$ cat src/rtl/jfp_pkg.sv
package jfp_pkg;

  localparam logic [3:0] IR_CMD  = 4'h5;
  localparam logic [3:0] IR_LOAD = 4'h6;
  localparam logic [3:0] IR_READ = 4'h7;

  localparam logic [6:0] OP_ADDR_LO = 7'h03;
  localparam logic [6:0] OP_ADDR_HI = 7'h07;

  typedef enum logic [1:0] {
    M_NONE = 2'd0,
    M_CMD  = 2'd1,
    M_LOAD = 2'd2,
    M_READ = 2'd3
  } dr_mode_e;

  function automatic dr_mode_e decode_ir(input logic [3:0] ir);
    case (ir)
      IR_CMD:  return M_CMD;
      IR_LOAD: return M_LOAD;
      IR_READ: return M_READ;
      default: return M_NONE;
    endcase
  endfunction

endpackage

$ cat src/rtl/jfp_dr_shifter.sv
module jfp_dr_shifter
  import jfp_pkg::*;
#(
  parameter int CMD_W  = 15,
  parameter int BYTE_W = 8
) (
  input  logic              clk,
  input  logic              rst_n,
  input  dr_mode_e          mode,
  input  logic              cap_en,
  input  logic              sh_en,
  input  logic              tdi,
  input  logic [CMD_W-1:0]  cap_full,
  input  logic [BYTE_W-1:0] cap_byte,
  output logic [CMD_W-1:0]  dr,
  output logic              tdo
);

  localparam int UP_W = CMD_W - BYTE_W;

  logic byte_mode;
  assign byte_mode = (mode == M_LOAD) || (mode == M_READ);

  // Low byte: shared by all three modes.
  always_ff @(posedge clk or negedge rst_n) begin
    if (!rst_n) begin
      dr[BYTE_W-1:0] <= '0;
    end else if (cap_en && mode == M_CMD) begin
      dr[BYTE_W-1:0] <= cap_full[BYTE_W-1:0];
    end else if (cap_en && mode == M_READ) begin
      dr[BYTE_W-1:0] <= cap_byte;
    end else if (sh_en && mode == M_CMD) begin
      dr[BYTE_W-1:0] <= dr[BYTE_W:1];
    end else if (sh_en && byte_mode) begin
      dr[BYTE_W-1:0] <= {tdi, dr[BYTE_W-1:1]};
    end
  end

  // Upper part: only reachable in command mode.
  always_ff @(posedge clk or negedge rst_n) begin
    if (!rst_n) begin
      dr[CMD_W-1:BYTE_W] <= '0;
    end else if (cap_en && mode == M_CMD) begin
      dr[CMD_W-1:BYTE_W] <= cap_full[CMD_W-1:BYTE_W];
    end else if (sh_en && mode == M_CMD) begin
      dr[CMD_W-1:BYTE_W] <= {tdi, dr[CMD_W-1:BYTE_W+1]};
    end
  end

  assign tdo = (mode != M_NONE) ? dr[0] : 1'b0;

  assert_upper_kept_R5: assert property (@(posedge clk) disable iff (!rst_n)
    (byte_mode && sh_en) |=> $stable(dr[CMD_W-1:BYTE_W]));

  assert_idle_quiet_R11: assert property (@(posedge clk) disable iff (!rst_n)
    (mode == M_NONE) |-> !tdo);

  logic [UP_W-1:0] unused_w;
  assign unused_w = '0;

endmodule

$ cat src/rtl/jfp_addr_seq.sv
module jfp_addr_seq #(
  parameter int ADDR_W = 16,
  parameter int CMD_W  = 15,
  parameter int BYTE_W = 8
) (
  input  logic              clk,
  input  logic              rst_n,
  input  logic              ir_chg,
  input  logic              ld_evt,
  input  logic              rd_evt,
  input  logic              cmd_upd,
  input  logic [CMD_W-1:0]  dr,
  output logic [ADDR_W-1:0] pc,
  output logic              hi_phase
);

  localparam int OP_W = CMD_W - BYTE_W;
  localparam int HI_W = ADDR_W - BYTE_W;

  function automatic logic [ADDR_W-1:0] step_addr(input logic [ADDR_W-1:0] a);
    return a + ADDR_W'(1);
  endfunction

  logic first_pend;
  logic pre_inc;
  logic post_inc;
  logic lo_ld;
  logic hi_ld;

  assign pre_inc  = ld_evt && !hi_phase && !first_pend;
  assign post_inc = rd_evt && hi_phase;
  assign lo_ld    = cmd_upd && (dr[CMD_W-1:BYTE_W] == OP_W'(jfp_pkg::OP_ADDR_LO));
  assign hi_ld    = cmd_upd && (dr[CMD_W-1:BYTE_W] == OP_W'(jfp_pkg::OP_ADDR_HI));

  always_ff @(posedge clk or negedge rst_n) begin
    if (!rst_n) begin
      pc <= '0;
    end else if (pre_inc || post_inc) begin
      pc <= step_addr(pc);
    end else begin
      if (lo_ld) pc[BYTE_W-1:0] <= dr[BYTE_W-1:0];
      if (hi_ld) pc[ADDR_W-1:BYTE_W] <= dr[HI_W-1:0];
    end
  end

  always_ff @(posedge clk or negedge rst_n) begin
    if (!rst_n) begin
      hi_phase   <= 1'b0;
      first_pend <= 1'b1;
    end else if (ir_chg) begin
      hi_phase   <= 1'b0;
      first_pend <= 1'b1;
    end else if (ld_evt || rd_evt) begin
      hi_phase <= !hi_phase;
      if (ld_evt) first_pend <= 1'b0;
    end
  end

  assert_hold_on_high_load_R7: assert property (@(posedge clk) disable iff (!rst_n)
    (ld_evt && hi_phase) |=> $stable(pc));

  assert_first_byte_no_step_R7: assert property (@(posedge clk) disable iff (!rst_n)
    (ld_evt && first_pend) |=> $stable(pc));

  assert_post_step_R9: assert property (@(posedge clk) disable iff (!rst_n)
    (rd_evt && hi_phase) |=> (pc == $past(pc) + ADDR_W'(1)));

  assert_low_read_hold_R8: assert property (@(posedge clk) disable iff (!rst_n)
    (rd_evt && !hi_phase) |=> $stable(pc));

  assert_restart_low_R10: assert property (@(posedge clk) disable iff (!rst_n)
    ir_chg |=> ($stable(pc) && !hi_phase));

endmodule

$ cat src/rtl/jfp_word_pack.sv
module jfp_word_pack #(
  parameter int ADDR_W = 16,
  parameter int BYTE_W = 8
) (
  input  logic                clk,
  input  logic                rst_n,
  input  logic                ld_evt,
  input  logic                hi_phase,
  input  logic [BYTE_W-1:0]   byte_in,
  input  logic [ADDR_W-1:0]   pc,
  output logic                pb_we,
  output logic [ADDR_W-1:0]   pb_addr,
  output logic [2*BYTE_W-1:0] pb_wdata
);

  logic [BYTE_W-1:0] tmp_lo;

  always_ff @(posedge clk or negedge rst_n) begin
    if (!rst_n) begin
      tmp_lo   <= '0;
      pb_we    <= 1'b0;
      pb_addr  <= '0;
      pb_wdata <= '0;
    end else begin
      pb_we <= ld_evt && hi_phase;
      if (ld_evt && !hi_phase) tmp_lo <= byte_in;
      if (ld_evt && hi_phase) begin
        pb_wdata <= {byte_in, tmp_lo};
        pb_addr  <= pc;
      end
    end
  end

  assert_we_single_R6: assert property (@(posedge clk) disable iff (!rst_n)
    pb_we |=> !pb_we);

endmodule

$ cat src/rtl/jtag_page_dr.sv
module jtag_page_dr
  import jfp_pkg::*;
#(
  parameter int ADDR_W = 16,
  parameter int CMD_W  = 15,
  parameter int BYTE_W = 8
) (
  input  logic                tck,
  input  logic                trst_n,
  input  logic [3:0]          ir_code,
  input  logic                cap_dr,
  input  logic                shift_dr,
  input  logic                upd_dr,
  input  logic                rti,
  input  logic                tdi,
  output logic                tdo,
  output logic [CMD_W-1:0]    cmd_out,
  output logic                cmd_load,
  output logic                cmd_exec,
  input  logic [CMD_W-1:0]    cmd_result,
  output logic                pb_we,
  output logic [ADDR_W-1:0]   pb_addr,
  output logic [2*BYTE_W-1:0] pb_wdata,
  output logic [ADDR_W-1:0]   rd_addr,
  input  logic [2*BYTE_W-1:0] rd_data
);

  localparam int WORD_W = 2 * BYTE_W;

  logic [3:0]        ir_q;
  logic              ir_chg;
  dr_mode_e          mode;
  logic              cap_en;
  logic              sh_en;
  logic              cmd_upd;
  logic              ld_evt;
  logic              rd_evt;
  logic              hi_phase;
  logic              armed;
  logic [CMD_W-1:0]  dr;
  logic [BYTE_W-1:0] cap_byte;

  always_ff @(posedge tck or negedge trst_n) begin
    if (!trst_n) ir_q <= 4'h0;
    else         ir_q <= ir_code;
  end

  assign ir_chg  = (ir_code != ir_q);
  assign mode    = decode_ir(ir_code);
  assign cap_en  = cap_dr && !ir_chg;
  assign sh_en   = shift_dr && !ir_chg;
  assign cmd_upd = upd_dr && !ir_chg && (mode == M_CMD);
  assign ld_evt  = upd_dr && !ir_chg && (mode == M_LOAD);
  assign rd_evt  = cap_dr && !ir_chg && (mode == M_READ);

  assign cap_byte = hi_phase ? rd_data[WORD_W-1:BYTE_W] : rd_data[BYTE_W-1:0];

  jfp_dr_shifter #(.CMD_W(CMD_W), .BYTE_W(BYTE_W)) u_shift (
    .clk      (tck),
    .rst_n    (trst_n),
    .mode     (mode),
    .cap_en   (cap_en),
    .sh_en    (sh_en),
    .tdi      (tdi),
    .cap_full (cmd_result),
    .cap_byte (cap_byte),
    .dr       (dr),
    .tdo      (tdo)
  );

  jfp_addr_seq #(.ADDR_W(ADDR_W), .CMD_W(CMD_W), .BYTE_W(BYTE_W)) u_seq (
    .clk      (tck),
    .rst_n    (trst_n),
    .ir_chg   (ir_chg),
    .ld_evt   (ld_evt),
    .rd_evt   (rd_evt),
    .cmd_upd  (cmd_upd),
    .dr       (dr),
    .pc       (rd_addr),
    .hi_phase (hi_phase)
  );

  jfp_word_pack #(.ADDR_W(ADDR_W), .BYTE_W(BYTE_W)) u_pack (
    .clk      (tck),
    .rst_n    (trst_n),
    .ld_evt   (ld_evt),
    .hi_phase (hi_phase),
    .byte_in  (dr[BYTE_W-1:0]),
    .pc       (rd_addr),
    .pb_we    (pb_we),
    .pb_addr  (pb_addr),
    .pb_wdata (pb_wdata)
  );

  // Command application and execute pulse.
  always_ff @(posedge tck or negedge trst_n) begin
    if (!trst_n) begin
      cmd_out  <= '0;
      cmd_load <= 1'b0;
      cmd_exec <= 1'b0;
      armed    <= 1'b0;
    end else begin
      cmd_load <= cmd_upd;
      cmd_exec <= rti && armed && !ir_chg && (mode == M_CMD);
      if (cmd_upd) cmd_out <= dr;
      if (ir_chg)                           armed <= 1'b0;
      else if (cmd_upd)                     armed <= 1'b1;
      else if (rti && (mode == M_CMD))      armed <= 1'b0;
    end
  end

  assert_exec_after_idle_R3: assert property (@(posedge tck) disable iff (!trst_n)
    cmd_exec |-> $past(rti));

  assert_load_after_update_R3: assert property (@(posedge tck) disable iff (!trst_n)
    cmd_load |-> $past(upd_dr));

  assert_we_after_update_R6: assert property (@(posedge tck) disable iff (!trst_n)
    pb_we |-> $past(upd_dr));

  assert_we_at_counter_R7: assert property (@(posedge tck) disable iff (!trst_n)
    pb_we |-> (pb_addr == rd_addr));

endmodule

$ cat config.mk
export PLATFORM = sky130hd
export DESIGN_NAME = jtag_page_dr
export DESIGN_NICKNAME = d
export VERILOG_FILES = /design/src/rtl/jfp_pkg.sv /design/src/rtl/jfp_dr_shifter.sv /design/src/rtl/jfp_addr_seq.sv /design/src/rtl/jfp_word_pack.sv /design/src/rtl/jtag_page_dr.sv
export SDC_FILE = /design/constraint.sdc
export NUM_CORES = 1
export LEC_CHECK = 0
export ABC_CLOCK_PERIOD_IN_PS = 5100
export BUFFER_PORTS_ARGS = -buffer_cell sky130_fd_sc_hd__buf_2
export CORE_ASPECT_RATIO = 0.5
export CORE_MARGIN = 8
export CORE_UTILIZATION = 40
export DETAILED_ROUTE_END_ITERATION = 12
export PLACE_DENSITY = 0.67
export SETUP_SLACK_MARGIN = 0.1
export SLEW_MARGIN = 5
export SYNTH_ARGS = -nofsm -noshare
export SYNTH_HDL_FRONTEND = slang
export SYNTH_SLANG_ARGS = --single-unit
$ cat constraint.sdc
create_clock -name tck -period 5.1 [get_ports tck]
set_clock_uncertainty 0.2 [all_clocks]
set_input_delay 0.765 -clock tck [delete_from_list [all_inputs] [get_ports tck]]
set_output_delay 0.765 -clock tck [all_outputs]
set_load 0.005 [all_outputs]
==> flow_metrics.tcl, run 1 <==
set metrics [dict create \
    cp.depth 7 \
    yosys-top-cells-area "dfrtp_1 (53%), mux2_2 (13%), nand2_1 (3.1%)" \
    diodes 0 \
    die_h_um 90.9 \
    r2r_setup_slack_ns 2.23 \
    die_area_sq_um 15100 \
    powerDensity_nw_per_um2 314 \
    finalCritPeriodShare_pct 59.9 \
    p_seq_share_pct 50.7 \
    synth_top_area_share_pct 53.0 \
    met3_length_um 743 \
    clockBufferDepth 2 \
    worstPathMaxFanout 21 \
    required_ns 5.12 \
    status "complete, no violations" \
    final_nets 542 \
    synthFlopType "dfrtp_1" \
    routedWlPerCell_um 17.2 \
    yosysUniqueCellTypes 52 \
    worst-path-buf-inv 1 \
    grt_max_degree 73 \
    ir_drop_v 0.000160 \
    setup_viol 0 \
    drt_iter0_markers 393 \
    worst_path_max_delay_cell "nor3_2" \
    instances_no_fill 649 \
    gr-total-overflow 0 \
    syn_nets 442 \
    regArea_sq_um 2400 \
    dp.cells 633 \
    cp_cell_sequence "buf_2, xnor2_1, nand4_4, nor3_2, nand4_1, nand3_1, o211ai_1" \
    cap_violations 0 \
    grt_antenna_before_repair 0 \
    p_sw_share_pct 25.9 \
    cts_sinks 96 \
    cts_tree "built" \
    cts-root-buf "clkbuf_16" \
    syn_inst 399 \
    multi_input_area_sq_um 1940 \
    drc 0 \
    rows 27 \
    arrival_ns 3.07 \
    io_buffers 108 \
    grt_setup_unrepaired "no" \
    synth_common_cells "dfrtp_1 (95), mux2_2 (53), nand2_1 (37)" \
    die_w_um 166 \
    cts_setup_buffers 0 \
    yosysMostFrequentCell "dfrtp_1" \
    clkPwrFrac_pct 41.3 \
    num_vias 3410 \
    tightestPinTransition_ns 1.22 \
    nFillCells 1033 \
    intPower_mw 1.26 \
    worstHoldPathCells 2 \
    place.gp.congestion 0.827 \
    layout-drive-gt1-share_pct 38.7 \
    max_stage_delay_ns 1.06 \
    leakage_nw 2.71 \
    period_needed_ns 3.06 \
    dr_wl_met2_mm 5.29 \
    viasPerCell 5.25 \
    ctsHoldBuffers 0 \
    cts.htree.levels 3 \
    cts_resized 0 \
    hold_class "reg2reg" \
    slew_violations 0 \
    synth_edf_count 0 \
    yosysTopAreaCell "dfrtp_1" \
    highest_layer "met4" \
    yosysSeqAreaShare_pct 53.6 \
    postRouteWirelength_mm 11.1 \
    reg2reg_depth 6 \
    met1Wirelength_mm 4.95 \
    netlist_area_sq_um 4480 \
    clock_latency_ns 0.35 \
    ant_nets 0 \
    ios 109 \
    slew_headroom_pct 18.1 \
    end_kind "flip-flop" \
    p_switching_uw 441 \
    dr.pass1.iters 4 \
    critPathLaunchType "input port" \
    pwr-share-comb_pct 8.0 \
    fin_tns_setup_ns 0 \
    fmax_ghz 0.327 \
    avgSynthCellArea_sq_um 11.2 \
    cts_buffers 9 \
    cts.clk_slew.worst_paths_ns 0.07 \
    hold_viol_final 0 \
    async_flop_share_pct 100 \
    p_total_mw 1.71 \
    synthToLayoutAreaGrowth_pct 21.0 \
    grt_pass1_vias 3548 \
    dp_hpwl_mm 7.95 \
    grt_pass1_wl_mm 18.9 \
    core_sq_um 10900 \
    grtUsageTotal_pct 15.3 \
    ys_ff_latch 96 \
    path_delay_family "simple AND/OR/NAND/NOR gates" \
    start_util_pct 41.0 \
    critPathKind "in2reg" \
    yosysWarnings 0 \
]
layer usage:
| metal | global-route usage, % | vias to the layer above |
|---|---|---|
| met3 | 4.34 | 13 |
| met4 | 5.22 | 0 |
| met1 | 20.1 | 1670 |
| met2 | 23.9 | 98 |
| li1 | - | 1629 |
| met5 | 0 | - |
final cells by class:
class,count,area share (%)
sequential,96,44.3
tap,145,3.34
clock inverter,6,1.38
multi-input combinational,275,35.8
clock buffer,10,4.40
inverter,7,0.484
timing repair buffer,110,10.3
worst min-delay path, cell delays in order, from the launching register on:
cell	delay, ns
dfrtp_1	0.34
nand2_1	0.04
o21ai_0	0.06
registers in the layout (all words and copies together), names as in the netlist, 4 cells and up:
register / count
cmd_out: 15
ir_q: 4
u_pack.pb_addr: 16
u_pack.pb_wdata: 16
u_pack.tmp_lo: 8
u_seq.pc: 16
u_shift.dr: 15
logic make-up (layout without fill, tap and decap cells):
logic type / after synthesis / in the layout / share of synthesized area (%)
buf+inv: 28 / 133 / 3.18
flops: 96 / 96 / 53.6
simple gates: 132 / 132 / 15.4
mux: 61 / 61 / 15.1
fa+ha+maj: 1 / 1 / 0.279
compound gates: 76 / 76 / 11.1
xor+xnor: 5 / 5 / 1.31
cells in the final DEF, fill, tap and decap left out, types with 5 or more instances in the layout:
| cell type | n |
|---|---|
| buf_2 | 107 |
| mux2i_1 | 8 |
| a211o_1 | 7 |
| a31oi_1 | 13 |
| inv_1 | 6 |
| nor2_1 | 32 |
| a22oi_1 | 5 |
| o21ai_0 | 15 |
| nand2b_1 | 6 |
| clkbuf_16 | 9 |
| and3_1 | 6 |
| mux2_2 | 53 |
| nand2_1 | 37 |
| nand3_1 | 22 |
| a21oi_1 | 16 |
| dfrtp_1 | 95 |
| a221o_1 | 5 |
power groups by stage:
stage / clock (mW) / sequential (mW) / combinational, mW
4_1_cts: 0.720 / 0.866 / 0.138
6_report: 0.705 / 0.865 / 0.136
5_1_grt: 0.755 / 0.871 / 0.156
2_1_floorplan: 0 / 0.843 / 0.0864
3_5_place_dp: 0 / 0.881 / 0.138
3_3_place_gp: 0 / 0.879 / 0.135
metrics by stage:
stage          setup WS, ns  utilization [%]  hold slack (ns)  area, sq um
2_1_floorplan          2.55                -            0.269         4480
3_3_place_gp           1.78             46.7            0.264         5110
3_5_place_dp           1.71             46.7            0.265         5110
4_1_cts                2.08             49.6            0.280         5430
5_1_grt                1.76             49.6            0.310         5430
6_report               2.04             49.6            0.275         5430
worst paths after layout:
check / from / end
worst max-delay path: ir_code[2] / u_seq.pc[12]$_DFFE_PN0P_
worst min-delay path: u_pack.pb_wdata[8]$_DFFE_PN0P_ / u_pack.pb_wdata[8]$_DFFE_PN0P_
worst max register to register: ir_q[3]$_DFF_PN0_ / u_seq.pc[12]$_DFFE_PN0P_
worst min register to register: u_pack.pb_wdata[8]$_DFFE_PN0P_ / u_pack.pb_wdata[8]$_DFFE_PN0P_
max in group asynchronous: trst_n / u_seq.pc[10]$_DFFE_PN0P_
min in group asynchronous: trst_n / u_shift.dr[12]$_DFFE_PN0P_
(Power assumes the default switching activity.)
==> run 2, diff against run 1 <==
--- a/config.mk
+++ b/config.mk
@@ -5,13 +5,13 @@
 export SDC_FILE = /design/constraint.sdc
 export NUM_CORES = 1
 export LEC_CHECK = 0
-export ABC_CLOCK_PERIOD_IN_PS = 5100
+export ABC_CLOCK_PERIOD_IN_PS = 2700
 export BUFFER_PORTS_ARGS = -buffer_cell sky130_fd_sc_hd__buf_2
 export CORE_ASPECT_RATIO = 0.5
 export CORE_MARGIN = 8
 export CORE_UTILIZATION = 40
 export DETAILED_ROUTE_END_ITERATION = 12
-export PLACE_DENSITY = 0.67
+export PLACE_DENSITY = 0.69
 export SETUP_SLACK_MARGIN = 0.1
 export SLEW_MARGIN = 5
 export SYNTH_ARGS = -nofsm -noshare
==> constraint.sdc (replaced) <==
create_clock -name tck -period 2.7 [get_ports tck]
set_clock_uncertainty 0.2 [all_clocks]
set_input_delay 0.405 -clock tck [delete_from_list [all_inputs] [get_ports tck]]
set_output_delay 0.405 -clock tck [all_outputs]
set_load 0.005 [all_outputs]
==> flow_metrics.tcl, run 2 (synthesized netlist as in run 1, its figures left out) <==
set metrics [dict create \
    worst-path-buf-inv 1 \
    cts_buffers 9 \
    hold_slack_ns 0.0115 \
    cts_sinks 96 \
    ios 109 \
    final_common_cell "buf_2" \
    cts.htree.levels 3 \
    period_needed_ns 2.40 \
    cts_setup_buffers 0 \
    highest_layer "met4" \
    viasPerCell 5.25 \
    largest_registers "u_pack.pb_addr (16), u_pack.pb_wdata (16), u_seq.pc (16)" \
    final_nets 552 \
    dr_wl_met2_mm 5.40 \
    cts_tree "built" \
    worst_path_max_delay_cell "nor2_2" \
    dr.pass1.iters 4 \
    fmax_ghz 0.417 \
    critPathKind "reg2reg" \
    mostFrequentLayoutCells "buf_2 (107), dfrtp_1 (95), mux2_2 (53), nand2_1 (37), nor2_1 (32)" \
    place_area_sq_um 5190 \
    die_w_um 166 \
    ir_drop_v 0.000337 \
    max_stage_delay_ns 0.41 \
    slew_violations 0 \
    r2r_setup_slack_ns 0.30 \
    hold_class "in2reg" \
    synthToLayoutAreaGrowth_pct 22.8 \
    path_delay_family "simple AND/OR/NAND/NOR gates" \
    dp_hpwl_mm 8.20 \
    num_vias 3459 \
    grt_pass1_wl_mm 18.5 \
    ant_nets 0 \
    final_util_pct 50.3 \
    grt_antenna_before_repair 0 \
    diodes 0 \
    status "complete, no violations" \
    grtUsageTotal_pct 15.1 \
    io_buffers 108 \
    grt_setup_unrepaired "no" \
    drt_iter0_markers 275 \
    drc 0 \
    hold_viol_final 0 \
    powerDensity_nw_per_um2 582 \
    slew_headroom_pct 65.6 \
    met1Wirelength_mm 5.05 \
    required_ns 2.76 \
    gr-total-overflow 0 \
    grt_pass1_vias 3467 \
    arrival_ns 2.46 \
    p_total_mw 3.21 \
    die_area_sq_um 15100 \
    worstPathMaxFanout 14 \
    start_util_pct 41.0 \
    layout-drive-gt1-share_pct 39.5 \
    place.gp.congestion 0.835 \
    core_sq_um 10900 \
    cts-root-buf "clkbuf_16" \
    clockBufferDepth 2 \
    grt_max_degree 54 \
    cp_cell_sequence "xnor2_1, nand4_4, buf_4, nor2_2, nor2_1, a211o_1, a31oi_1" \
    cts.clk_slew.worst_paths_ns 0.06 \
    rows 27 \
    die_h_um 90.9 \
    fin_tns_setup_ns 0 \
    cap_violations 0 \
    setup_viol 0 \
    postRouteWirelength_mm 11.3 \
    met3_length_um 678 \
    clock_latency_ns 0.35 \
    end_kind "flip-flop" \
    finalCritPeriodShare_pct 88.8 \
    routedWlPerCell_um 17.1 \
    postLayoutCellArea_sq_um 5510 \
    tightestPinTransition_ns 0.515 \
    critPathLaunchType "flip-flop" \
    leakage_nw 2.76 \
]
[run 2: cell types whose count changed in the layout (fill, tap and decap cells not counted), sizes merged]
cell         change
dlygate4sd3      +1
inv              +1
clkinv           -1
buf              +9
[run 2: area by class of cell]
class	count	area (sq um)
clock inverter	6	75.1
fill	1014	5440
timing repair buffer	120	648
tap	145	181
clock buffer	10	229
sequential	96	2400
inverter	7	26.3
multi-input combinational	275	1940
[run 2: through the flow]
| step | setup WS [ns] | std cells |
|---|---|---|
| 2_1_floorplan | 0.507 | 399 |
| 3_3_place_gp | 0.249 | 642 |
| 3_5_place_dp | 0.139 | 642 |
| 4_1_cts | 0.316 | 659 |
| 5_1_grt | 0.119 | 659 |
| 6_report | 0.303 | 659 |
[run 2: report_power, final]
group	internal (mW)	switching [mW]	total (mW)
Combinational	0.135	0.131	0.266
Sequential	1.50	0.130	1.63
Clock	0.733	0.576	1.31
[run 2: worst paths after layout]
kind / cells after the start / start / endpoint
worst max-delay path: 7 / ir_q[3]$_DFF_PN0_ / u_shift.dr[5]$_DFFE_PN0P_
worst min-delay path: 1 / ir_code[3] / ir_q[3]$_DFF_PN0_
worst max register to register: 7 / ir_q[3]$_DFF_PN0_ / u_shift.dr[5]$_DFFE_PN0P_
worst min register to register: 2 / u_pack.pb_wdata[8]$_DFFE_PN0P_ / u_pack.pb_wdata[8]$_DFFE_PN0P_
max in group asynchronous: 3 / trst_n / u_seq.first_pend$_DFFE_PN1P_
min in group asynchronous: 2 / trst_n / u_pack.pb_wdata[13]$_DFFE_PN0P_
[run 2: metal layers]
| layer | GRT usage [%] | vias to the layer above |
|---|---|---|
| met3 | 4.82 | 15 |
| met2 | 24.8 | 102 |
| met4 | 4.69 | 0 |
| li1 | - | 1655 |
| met1 | 18.6 | 1687 |
| met5 | 0 | - |
[run 2: repair_timing]
item	CTS	global route
hold buffers	1	0
gates resized for setup	0	0
hold endpoints to repair	36	0
